==> src/rtl/hvs_pkg.sv <==
package hvs_pkg;
   typedef enum logic {
      POL_LEAST_WR = 1'b0,
      POL_NRU      = 1'b1
   } hvs_policy_e;
endpackage

==> src/rtl/hvs_min_tree.sv <==
module hvs_min_tree #(
   parameter int ENTRIES = 8,
   parameter int CNT_W   = 8,
   parameter int IDX_W   = $clog2(ENTRIES)
) (
   input  logic                     clk,
   input  logic                     rst_n,
   input  logic                     load,
   input  logic [ENTRIES*CNT_W-1:0] counts_flat,
   output logic [IDX_W-1:0]         min_idx
);
   // Level 0 captures the counts; each later level halves the candidates
   // and is registered, so the search spends IDX_W cycles after capture.
   genvar l;
   for (l = 0; l <= IDX_W; l++) begin : g_lvl
      localparam int NODES = ENTRIES >> l;
      logic [CNT_W-1:0] cnt [NODES];
      logic [IDX_W-1:0] idx [NODES];
      if (l == 0) begin : g_cap
         always_ff @(posedge clk or negedge rst_n) begin
            if (!rst_n) begin
               for (int n = 0; n < NODES; n++) cnt[n] <= '0;
            end else if (load) begin
               for (int n = 0; n < NODES; n++)
                  cnt[n] <= counts_flat[n*CNT_W +: CNT_W];
            end
         end
         always_comb begin
            for (int n = 0; n < NODES; n++) idx[n] = IDX_W'(n);
         end
      end else begin : g_red
         always_ff @(posedge clk or negedge rst_n) begin
            if (!rst_n) begin
               for (int n = 0; n < NODES; n++) begin
                  cnt[n] <= '0;
                  idx[n] <= '0;
               end
            end else begin
               for (int n = 0; n < NODES; n++) begin
                  // right child wins only when strictly smaller: ties keep lower index
                  if (g_lvl[l-1].cnt[2*n+1] < g_lvl[l-1].cnt[2*n]) begin
                     cnt[n] <= g_lvl[l-1].cnt[2*n+1];
                     idx[n] <= g_lvl[l-1].idx[2*n+1];
                  end else begin
                     cnt[n] <= g_lvl[l-1].cnt[2*n];
                     idx[n] <= g_lvl[l-1].idx[2*n];
                  end
               end
            end
         end
      end
   end

   assign min_idx = g_lvl[IDX_W].idx[0];
endmodule

==> src/rtl/hvs_nru_bits.sv <==
module hvs_nru_bits #(
   parameter int ENTRIES = 8,
   parameter int IDX_W   = $clog2(ENTRIES)
) (
   input  logic               clk,
   input  logic               rst_n,
   input  logic               touch,
   input  logic [IDX_W-1:0]   touch_idx,
   output logic [ENTRIES-1:0] used_bits,
   output logic [IDX_W-1:0]   pick_idx
);
   logic [ENTRIES-1:0] touch_mask;
   logic               would_fill;

   assign touch_mask = ENTRIES'(1) << touch_idx;
   assign would_fill = &(used_bits | touch_mask);

   always_ff @(posedge clk or negedge rst_n) begin
      if (!rst_n)
         used_bits <= '0;
      else if (touch) begin
         if (would_fill) used_bits <= touch_mask;
         else            used_bits <= used_bits | touch_mask;
      end
   end

   always_comb begin
      pick_idx = '0;
      for (int i = ENTRIES - 1; i >= 0; i--)
         if (!used_bits[i]) pick_idx = IDX_W'(i);
   end

   assert_touch_sets_R8: assert property (@(posedge clk) disable iff (!rst_n)
      touch |=> used_bits[$past(touch_idx)]);

   assert_never_full_R9: assert property (@(posedge clk) disable iff (!rst_n)
      !(&used_bits));

   assert_quiet_keeps_R10: assert property (@(posedge clk) disable iff (!rst_n)
      !touch |=> $stable(used_bits));
endmodule

==> src/rtl/hvs_free_scan.sv <==
module hvs_free_scan #(
   parameter int ENTRIES = 8,
   parameter int IDX_W   = $clog2(ENTRIES)
) (
   input  logic [ENTRIES-1:0] valid,
   output logic               any_free,
   output logic [IDX_W-1:0]   free_idx
);
   always_comb begin
      free_idx = '0;
      for (int i = ENTRIES - 1; i >= 0; i--)
         if (!valid[i]) free_idx = IDX_W'(i);
   end
   assign any_free = ~&valid;
endmodule

==> src/rtl/hot_victim_select.sv <==
module hot_victim_select
   import hvs_pkg::*;
#(
   parameter int ENTRIES    = 8,
   parameter int CNT_W      = 8,
   parameter int SEARCH_LAT = 4,
   parameter int IDX_W      = $clog2(ENTRIES)
) (
   input  logic                     clk,
   input  logic                     rst_n,
   input  logic                     start,
   input  logic                     policy_sel,
   input  logic [ENTRIES-1:0]       ent_valid,
   input  logic [ENTRIES*CNT_W-1:0] ent_wr_count,
   input  logic                     touch,
   input  logic [IDX_W-1:0]         touch_idx,
   output logic                     done,
   output logic                     free_found,
   output logic [IDX_W-1:0]         victim_idx
);
   localparam int LAT_CW = $clog2(SEARCH_LAT + 1);

   initial begin
      assert_entries_pow2: assert (ENTRIES >= 2 && (ENTRIES & (ENTRIES - 1)) == 0);
      assert_latency_fits: assert (SEARCH_LAT >= IDX_W + 1);
      assert_count_width:  assert (CNT_W >= 1);
   end

   logic [SEARCH_LAT-1:0] pend_q;
   logic                  busy, accept;
   logic [ENTRIES-1:0]    valid_cap;
   hvs_policy_e           pol_cap;
   logic [IDX_W-1:0]      tree_idx, nru_idx, free_idx;
   logic [ENTRIES-1:0]    used_bits;
   logic                  any_free;

   assign busy   = |pend_q;
   assign accept = start & ~busy;

   always_ff @(posedge clk or negedge rst_n) begin
      if (!rst_n) begin
         pend_q    <= '0;
         valid_cap <= '1;
         pol_cap   <= POL_LEAST_WR;
      end else begin
         pend_q <= {pend_q[SEARCH_LAT-2:0], accept};
         if (accept) begin
            valid_cap <= ent_valid;
            pol_cap   <= hvs_policy_e'(policy_sel);
         end
      end
   end

   hvs_min_tree #(.ENTRIES(ENTRIES), .CNT_W(CNT_W), .IDX_W(IDX_W)) u_tree (
      .clk(clk), .rst_n(rst_n), .load(accept),
      .counts_flat(ent_wr_count), .min_idx(tree_idx));

   hvs_nru_bits #(.ENTRIES(ENTRIES), .IDX_W(IDX_W)) u_nru (
      .clk(clk), .rst_n(rst_n), .touch(touch), .touch_idx(touch_idx),
      .used_bits(used_bits), .pick_idx(nru_idx));

   hvs_free_scan #(.ENTRIES(ENTRIES), .IDX_W(IDX_W)) u_free (
      .valid(valid_cap), .any_free(any_free), .free_idx(free_idx));

   always_ff @(posedge clk or negedge rst_n) begin
      if (!rst_n) begin
         done       <= 1'b0;
         free_found <= 1'b0;
         victim_idx <= '0;
      end else begin
         done <= pend_q[SEARCH_LAT-1];
         if (pend_q[SEARCH_LAT-1]) begin
            free_found <= any_free;
            if (any_free)                victim_idx <= free_idx;
            else if (pol_cap == POL_NRU) victim_idx <= nru_idx;
            else                         victim_idx <= tree_idx;
         end
      end
   end

   // cycles since the last accepted start, saturating; used only by checks
   logic [LAT_CW-1:0] since_q;
   always_ff @(posedge clk or negedge rst_n) begin
      if (!rst_n)                              since_q <= LAT_CW'(SEARCH_LAT);
      else if (accept)                         since_q <= '0;
      else if (since_q != LAT_CW'(SEARCH_LAT)) since_q <= since_q + 1'b1;
   end

   assert_done_latency_R2: assert property (@(posedge clk) disable iff (!rst_n)
      done |-> since_q == LAT_CW'(SEARCH_LAT));

   assert_done_pulse_R2: assert property (@(posedge clk) disable iff (!rst_n)
      done |=> !done);

   assert_busy_start_ignored_R3: assert property (@(posedge clk) disable iff (!rst_n)
      (start && busy) |=> $stable(valid_cap) && $stable(pol_cap));

   assert_free_is_invalid_R4: assert property (@(posedge clk) disable iff (!rst_n)
      (done && free_found) |-> !ent_valid[victim_idx]);

   always @(negedge clk) begin
      if (rst_n && done && !free_found && pol_cap == POL_LEAST_WR) begin
         for (int i = 0; i < ENTRIES; i++) begin
            assert_lw_minimum_R5: assert (ent_wr_count[victim_idx*CNT_W +: CNT_W]
                                          <= ent_wr_count[i*CNT_W +: CNT_W]);
         end
      end
   end
endmodule

==> config.mk <==
export PLATFORM = sky130hd
export DESIGN_NAME = hot_victim_select
export DESIGN_NICKNAME = d
export VERILOG_FILES = /design/src/rtl/hvs_pkg.sv /design/src/rtl/hvs_min_tree.sv /design/src/rtl/hvs_nru_bits.sv /design/src/rtl/hvs_free_scan.sv /design/src/rtl/hot_victim_select.sv
export SDC_FILE = /design/constraint.sdc
export NUM_CORES = 1
export LEC_CHECK = 0
export BUFFER_PORTS_ARGS = -buffer_cell sky130_fd_sc_hd__buf_2
export CAP_MARGIN = 40
export CELL_PAD_IN_SITES_DETAIL_PLACEMENT = 1
export CELL_PAD_IN_SITES_GLOBAL_PLACEMENT = 1
export CORE_MARGIN = 3
export CORE_UTILIZATION = 42
export DETAILED_ROUTE_END_ITERATION = 8
export PLACE_DENSITY = 0.75
export SKIP_LAST_GASP = 1
export SYNTH_ARGS = -nofsm -noshare
export SYNTH_HDL_FRONTEND = slang
export SYNTH_HIERARCHICAL = 1
export SYNTH_SLANG_ARGS = --single-unit
==> constraint.sdc <==
create_clock -name clk -period 1.92 [get_ports clk]
set_input_delay 0.192 -clock clk [delete_from_list [all_inputs] [get_ports clk]]
set_output_delay 0.192 -clock clk [all_outputs]
set_load 0.05 [all_outputs]
# Yosys cells after proc, flatten, opt, wreduce, memory -nomap -nowiden
# Index checks and enable logic that the tools add are counted.
# word_totals
regBits	155
out_inout_bits	5
wordCells	75
# op_classes
n_lt_le_gt_ge	7
shift	1
n_mux	32
n_bitwise	3
n_reduce_logical	4
# ops
operator	n
3-bit 2-to-1 mux	20
8-bit < comparator	7
8-bit 2-to-1 mux	7
8-bit AND reduction	2
8-bit OR	1
1-bit by 3-bit << shifter with 8-bit output (first input constant)	1
1-bit 2-to-1 mux	4
4-bit OR reduction	1
2-bit 2-to-1 mux	1
1-bit AND	1
1-bit logical NOT	1
1-bit NOT	1

# Depth between registers and ports, before layout
# Gate-level depths: netlist of run 1.
# depth
depth_word	10
mapped_depth	8
depth_no_buf	6

# Hierarchy
# The synthesis of run 1 kept the hierarchy.
# modules_own_cells
module	instances	cells_per_inst	area_each_um2	seq_area_each_um2
hvs_min_tree	1	452	5726.7	3128.0
hot_victim_select	1	48	738.2	460.4
hvs_nru_bits	1	75	568.0	200.2
hvs_free_scan	1	15	73.8	0.0

# Worst setup path after synthesis of run 1
# No wires, ideal clock.
# synth_timing
kind	flip-flop to flip-flop
startpoint	register pend_q[3]
endpoint	register u_tree/g_lvl[0].cnt[0] (netlist bit)
setup_ns	0.125
arrival_ns	1.995
required_ns	1.795
path_slack_ns	-0.200
stages_incl_launch_ff	8
n_path_buf	4
period_less_slack_ns	2.120
cell_sequence	dfrtp_1 buf_6 nor4_2 and2_1 buf_6 clkbuf_1 clkbuf_1 mux2_2
# synth_between
elab_chain_len	3
# synth_rtl
element	line_no	source
start: declaration	hot_victim_select.sv:29	logic [SEARCH_LAT-1:0] pend_q;
start signal: assignment	hot_victim_select.sv:46	pend_q <= {pend_q[SEARCH_LAT-2:0], accept};
4-bit OR reduction	hot_victim_select.sv:37	assign busy = |pend_q;
1-bit NOT	hot_victim_select.sv:38	assign accept = start & ~busy;
1-bit AND	hot_victim_select.sv:38	
via accept	hot_victim_select.sv:30	logic busy, accept;
end signal: indexed assignment	hvs_min_tree.sv:25	cnt[n] <= counts_flat[n*CNT_W +: CNT_W];
end: declaration	hvs_min_tree.sv:17	logic [CNT_W-1:0] cnt [NODES];
# The timed path passes the listed nets, and every way through them passes these cells.
# A chain may end at the register's enable or synchronous reset.

# Worst setup path after layout of run 1
# layout_timing
startpoint	register u_tree/g_lvl[1].cnt[1] (netlist bit)
endpoint	register u_tree/g_lvl[2].cnt[0] (netlist bit)
# layout_between
elab_chain_len	2
# layout_rtl
element	line_no	source
start: declaration	hvs_min_tree.sv:17	
start signal: indexed assignment	hvs_min_tree.sv:42	cnt[n] <= g_lvl[l-1].cnt[2*n+1];
start signal: indexed assignment	hvs_min_tree.sv:45	cnt[n] <= g_lvl[l-1].cnt[2*n];
8-bit < comparator	hvs_min_tree.sv:41	if (g_lvl[l-1].cnt[2*n+1] < g_lvl[l-1].cnt[2*n]) begin
8-bit 2-to-1 mux	hvs_min_tree.sv:41	
end signal: indexed assignment	hvs_min_tree.sv:42	
end signal: indexed assignment	hvs_min_tree.sv:45	
end: declaration	hvs_min_tree.sv:17	
# No other way between the ends.

==> metrics, run 1 <==
Inserted Clock Buffers 17; FFs w/ async S/R, synth 1.00; post-synthesis cell count 590; top_reg_cell synth dfrtp_1; flops & latches, synth 151; # DRC 0; Initial Utilization 0.438; syn nets 719; Horiz. Die Dim 136 microns; Total Wirelength 21600 microns; CP required 2.23 ns; Die H 136 microns; Post-synth EDFFs 0; Max Transition Viols Final 0; CTS root buf clkbuf_16; Crit path max-delay family compound AO/OA/AOI/OAI gates; final worst slack -0.157 ns; DR vias 5438; Final Wtd Congestion 0.876; CP endpoint kind register; Post-Syn Area 7110 sq um; min Tclk post-route 2.08 ns; DRT Pass-1 Iters 4; slowest stage delay, CP 0.42 ns; global-route wire length before repair 32200 microns; CP max stage cell a2111o_1; Mean Syn Cell Area 12.0 sq um; Die ar. 18500 sq um; Finished Layout Cells 1026; Final setup violation count 37; Clock Pin Slew Worst Setup and Hold Paths 0.07 ns; initial antenna violation count 0; RSZ-0062 raised after global routing true; max-cap viol count 0; PD cells 2130 nW/um^2; fin nets 926; most common cell after layout, fill and taps aside dfrtp_1; synth warn 6; Worst Path Arrival 2.38 ns; DP HPWL 12300 microns; share of cells above drive strength 1 0.396; Longest Clk Path Bufs 2; wire per inst 21.1 microns; failing checks setup timing; worst slew pin tran 0.597 ns; most frequent cells in the layout dfrtp_1 (143), buf_2 (83), inv_1 (56), dlygate4sd3_1 (56), mux2_2 (54); Max Freq 482 MHz; antenna cells 0; worst-path maximum fanout 6; sequential area share after synthesis 0.533; I/O pins 85; worst skew pair latency 0.43 ns; status finished with violations; total grt overflow 0; Finished Core Util 0.604; slew margin rel. 0.602; Core ar. 16200 sq um; vias in the first global route 6065; H-tree lvl count 4; startpoint types register; fin crit share 1.08; Area Growth Syn to Fin 37.9%; Port Buffers 84; post-route ant nets 0; static leakage power 4.60 nW; crit-path cells ha_1 -> a2111o_1 -> a221oi_4 -> buf_6 -> mux2_4; hold violation count in the final report 0; class of the worst hold path primary input to register; Via density 5.30; CTS tree built; Worst Path Buf+Inv 1; Clock Sinks 151; clk_skew 0.00969 ns; fill count 1664; Yosys cell types 46; initial drt markers 220; R2R setup slack -0.16 ns; Crit Path Class register to register; Inst Count DP 922; Rows 46; Final Power 20.9 mW; largest net degree at the start of global routing 60; GRT Total Usage 0.227; Final TNS setup -3.48 ns; Worst VDD drop 0.000949 V
## Yosys cell counts (all sizes together) (2+ instances only)
cell type	instances	area, sq um
mux2	98	1140
o22ai	4	25.0
a221oi	3	61.3
nor2b	3	18.8
a2111oi	3	26.3
dfstp	8	210
buf	8	62.6
a21oi	12	60.1
a21boi	2	15.0
a2111o	4	45.0
nand2	41	154
o21ai	39	195
o31ai	3	37.5
a211o	3	26.3
inv	63	236
nor2	28	105
nand4	8	50.1
ha	49	613
nand3	6	30.0
o21a	6	45.0
nor3	3	15.0
dfrtp	143	3580
and2	4	27.5
a31oi	11	68.8
a211oi	5	50.1
clkbuf	9	33.8
nand2b	13	81.3
## area by class of cell
class,instances,area [sq um],area share
Timing Repair Buffer,205,1570,0.160
Tap cell,216,270,0.0276
Clock buffer,18,429,0.0438
Inverter,63,236,0.0241
Sequential cell,151,3790,0.386
Clock inverter,14,166,0.0170
Multi-Input combinational cell,359,3340,0.341
## state kept, by name, summed over array words and instances, names as in the netlist
signal            flops
pol_cap               1
pend_q                4
free_found            1
done                  1
u_tree/g_lvl.cnt    112
victim_idx            3
u_tree/min_idx        3
valid_cap             8
u_tree/g_lvl.idx     10
u_nru/used_bits       8
## metal layers
layer,part of all wire,GRT usage,up-vias
met4,0.026,0.0649,0
met2,0.54,0.425,124
met1,0.40,0.263,2782
met5,0,0,-
met3,0.033,0.0418,47
li1,-,-,2485
## cells by family after synthesis
family,after synthesis,share of synthesized area
flops,151,0.533
buf+inv,80,0.0468
compound gates,99,0.0972
mux,98,0.160
fa+ha+maj,49,0.0863
simple gates,112,0.0761
other cells,1,0.000528
## per-stage QoR
stage               cell area (sq um)  hold slack (ns)  setup WS [ns]
floorplan                        7130           -0.104        -0.0724
global placement                 8130            0.170         -0.128
detailed placement               8130            0.176         -0.206
CTS                              9490          0.00103         -0.171
finish                           9800          0.00621         -0.157
global route                     9800         -0.00255         -0.220
## path summary, 6_finish.rpt
| kind | start | end | depth (start not counted) |
|---|---|---|---|
| worst max-delay path | u_tree/g_lvl[1].cnt[1] | u_tree/g_lvl[2].cnt[0] | 5 |
| min in group asynchronous | rst_n | u_tree/g_lvl[0].cnt[16] | 2 |
| worst min-delay path | ent_wr_count[62] | u_tree/g_lvl[0].cnt[6] | 2 |
| worst max register to register | u_tree/g_lvl[1].cnt[1] | u_tree/g_lvl[2].cnt[0] | 5 |
| max in group asynchronous | rst_n | valid_cap[2] | 3 |
| worst min register to register | u_tree/g_lvl[1].idx[5] | u_tree/g_lvl[2].idx[2] | 0 |
## timing repair
item,in CTS,in global routing
gates resized for setup,42,32
pin swaps,8,16
setup buffers,6,9
hold buffers,54,2
hold endpoints to repair,99,2
gates cloned,0,1
setup endpoints to repair,53,54
## power by group
part,total [mW],switching [mW],leakage (nW),internal (mW)
registers,6.18,1.29,1.79,4.89
clock network,3.40,1.45,0.282,1.95
logic,11.3,5.21,2.52,6.09
total,20.9,7.94,4.60,12.9
(Power assumes the default switching activity.)
==> run 2, diff against run 1 <==
--- a/config.mk
+++ b/config.mk
@@ -9,6 +9,7 @@
 export CAP_MARGIN = 40
 export CELL_PAD_IN_SITES_DETAIL_PLACEMENT = 1
 export CELL_PAD_IN_SITES_GLOBAL_PLACEMENT = 1
+export CORE_ASPECT_RATIO = 1.2
 export CORE_MARGIN = 3
 export CORE_UTILIZATION = 42
 export DETAILED_ROUTE_END_ITERATION = 8
==> run 2 against run 1 <==
Compared with the run above:
- the run still ends with setup timing left
- fmax shrank 4.3%
- via count is 3.5% lower
- cell area shrank 3.5%
- utilization shrank 2.7 points
- clock power increased by 5%
- critical endpoint is now u_tree/g_lvl[2].cnt[1]
- highest routed layer unchanged
==> metrics, run 2 (synthesis results as in run 1) <==
status finished with violations; failing checks setup timing; most flop-heavy register u_tree/g_lvl.cnt; class of the worst hold path primary input to register; slowest stage delay, CP 0.44 ns (+0.02 ns); Finished Core Util 0.577 (-0.0271); total grt overflow 0 (unchanged); fin crit share 1.13 (+0.0486); most common cell after layout, fill and taps aside dfrtp_1; Area Growth Syn to Fin 33.1%; slew margin rel. 0.612 (+0.00984); wire per inst 20.3 microns (-3.6%); Port Buffers 84 (unchanged); Final Wtd Congestion 0.800 (-8.7%); Crit Path Class register to register; share of cells above drive strength 1 0.387 (-0.00953); GRT Total Usage 0.211 (-0.0160); min Tclk post-route 2.17 ns (+0.0933 ns); fin nets 902 (-2.6%); R2R setup slack -0.25 ns (-0.09 ns); CTS tree built; Initial Utilization 0.433 (-0.00451); hold violation count in the final report 0 (unchanged); final worst slack -0.250 ns (-0.0933 ns); antenna cells 0 (unchanged); RSZ-0062 raised after global routing true; largest net degree at the start of global routing 54 (-10%); Rows 51 (+11%); Inserted Clock Buffers 17 (unchanged); # DRC 0 (unchanged); initial antenna violation count 0 (unchanged); most frequent cells in the layout dfrtp_1 (143), buf_2 (83), mux2_2 (79); max reg flops 112 (unchanged); worst slew pin tran 0.582 ns (-0.0148 ns); DP HPWL 12300 microns (+0.44%); I/O pins 85 (unchanged); CP endpoint kind register; Min Hold Slack 0.00992 ns (+0.00371 ns); Die ar. 18500 sq um (about the same); H-tree lvl count 4 (unchanged); Via density 5.26 (-0.77%); post-route ant nets 0 (unchanged); vias in the first global route 6010 (-0.91%); Max Transition Viols Final 0 (unchanged); DR vias 5249 (-3.5%); Horiz. Die Dim 125 microns (-8.3%); worst skew pair latency 0.42 ns (about the same); crit-path cells ha_1 -> a2111o_1 -> a221oi_4 -> buf_12 -> mux2_2; CP required 2.21 ns (-0.02 ns); Longest Clk Path Bufs 2 (unchanged); Clock Sinks 151 (unchanged); post-route design area 9460 sq um (-3.5%); CTS root buf clkbuf_16; clk_skew 0.0115 ns (+0.00180 ns); DRT Pass-1 Iters 4 (unchanged); startpoint types register; Clock Pin Slew Worst Setup and Hold Paths 0.07 ns (about the same); Worst VDD drop 0.000995 V (+4.9%); PD cells 2100 nW/um^2 (-1.4%); Worst Path Arrival 2.46 ns (+0.08 ns); max-cap viol count 0 (unchanged); static leakage power 4.41 nW (-4.2%); initial drt markers 219 (-0.45%); CP max stage cell a2111o_1; worst-path maximum fanout 10 (+4); Core ar. 16400 sq um (+1.0%); Total Wirelength 20300 microns (-6.3%); Placed Area 8110 sq um (-0.22%); Max Freq 461 MHz (-4.3%); global-route wire length before repair 31100 microns (-3.6%); Die H 148 microns (+9.1%); Final setup violation count 36 (-2.7%); Largest regs u_tree/g_lvl.cnt x112, u_tree/g_lvl.idx x10
run 2: changes by cell type in the layout (fill, tap and decap cells not counted), moves of 2 or more:
cell           delta
inv_2             -2
ha_4              -5
buf_12            +2
dlygate4sd3_1    -13
ha_2              +2
inv_1             +2
buf_6             -4
bufinv_16         +2
ha_1              +3
clkinv_2          +3
clkinvlp_4        -2
mux2_2           +25
buf_4             -8
mux2_4           -25
run 2: through the flow:
step	setup WS, ns	power (mW)	setup TNS (ns)	std cells
global route	-0.303	21.1	-6.89	998
detailed placement	-0.258	14.5	-6.33	913
floorplan	-0.0724	11.5	-1.68	590
CTS	-0.226	19.0	-3.35	991
global placement	-0.123	13.9	-4.00	913
finish	-0.250	19.9	-4.46	998
run 2: critical path: cells and delay by family, from the launching register on:
family                     cells  cell delay [ns]
buffers and inverters          1             0.17
muxes                          1             0.36
adders and majority gates      1             0.32
DFF                            1             0.42
AOI/OAI and AO/OA              2             0.76
run 2: power breakdown:
group	internal (mW)	leakage (nW)	switching, mW
logic	5.40	2.31	4.76
registers	4.89	1.79	1.23
clock network	2.20	0.307	1.39
total	12.5	4.41	7.38
run 2: layer usage:
layer / track usage / share of wire
met1: 0.243 / 0.40
met2: 0.393 / 0.56
met3: 0.0388 / 0.026
met4: 0.0740 / 0.019
met5: 0 / 0
run 2: layout make-up:
cell class	count	area [sq um]
Sequential cell	151	3790
Tap cell	212	265
Fill cell	1665	6940
Clock inverter	14	198
Clock buffer	18	429
Timing Repair Buffer	181	1350
Inverter	63	236
Multi-Input combinational cell	359	3190
run 2: path summary, 6_finish.rpt:
path                                        start  cells past startpoint                endpoint
setup / recovery           u_tree/g_lvl[1].cnt[1]                      5  u_tree/g_lvl[2].cnt[1]
hold / removal                   ent_wr_count[57]                      2  u_tree/g_lvl[0].cnt[1]
setup reg to reg           u_tree/g_lvl[1].cnt[1]                      5  u_tree/g_lvl[2].cnt[1]
hold reg to reg                         pend_q[0]                      0               pend_q[1]
max in group asynchronous                   rst_n                      3            valid_cap[7]
min in group asynchronous                   rst_n                      2      u_nru/used_bits[5]
run 2: timing repair:
item	CTS	global route
endpoints found under the setup margin	52	54
resized for setup	17	22
buffers inserted	6	4
hold buffers	40	3
hold endpoints to repair	88	3
gates cloned	0	0
pin swaps	2	10
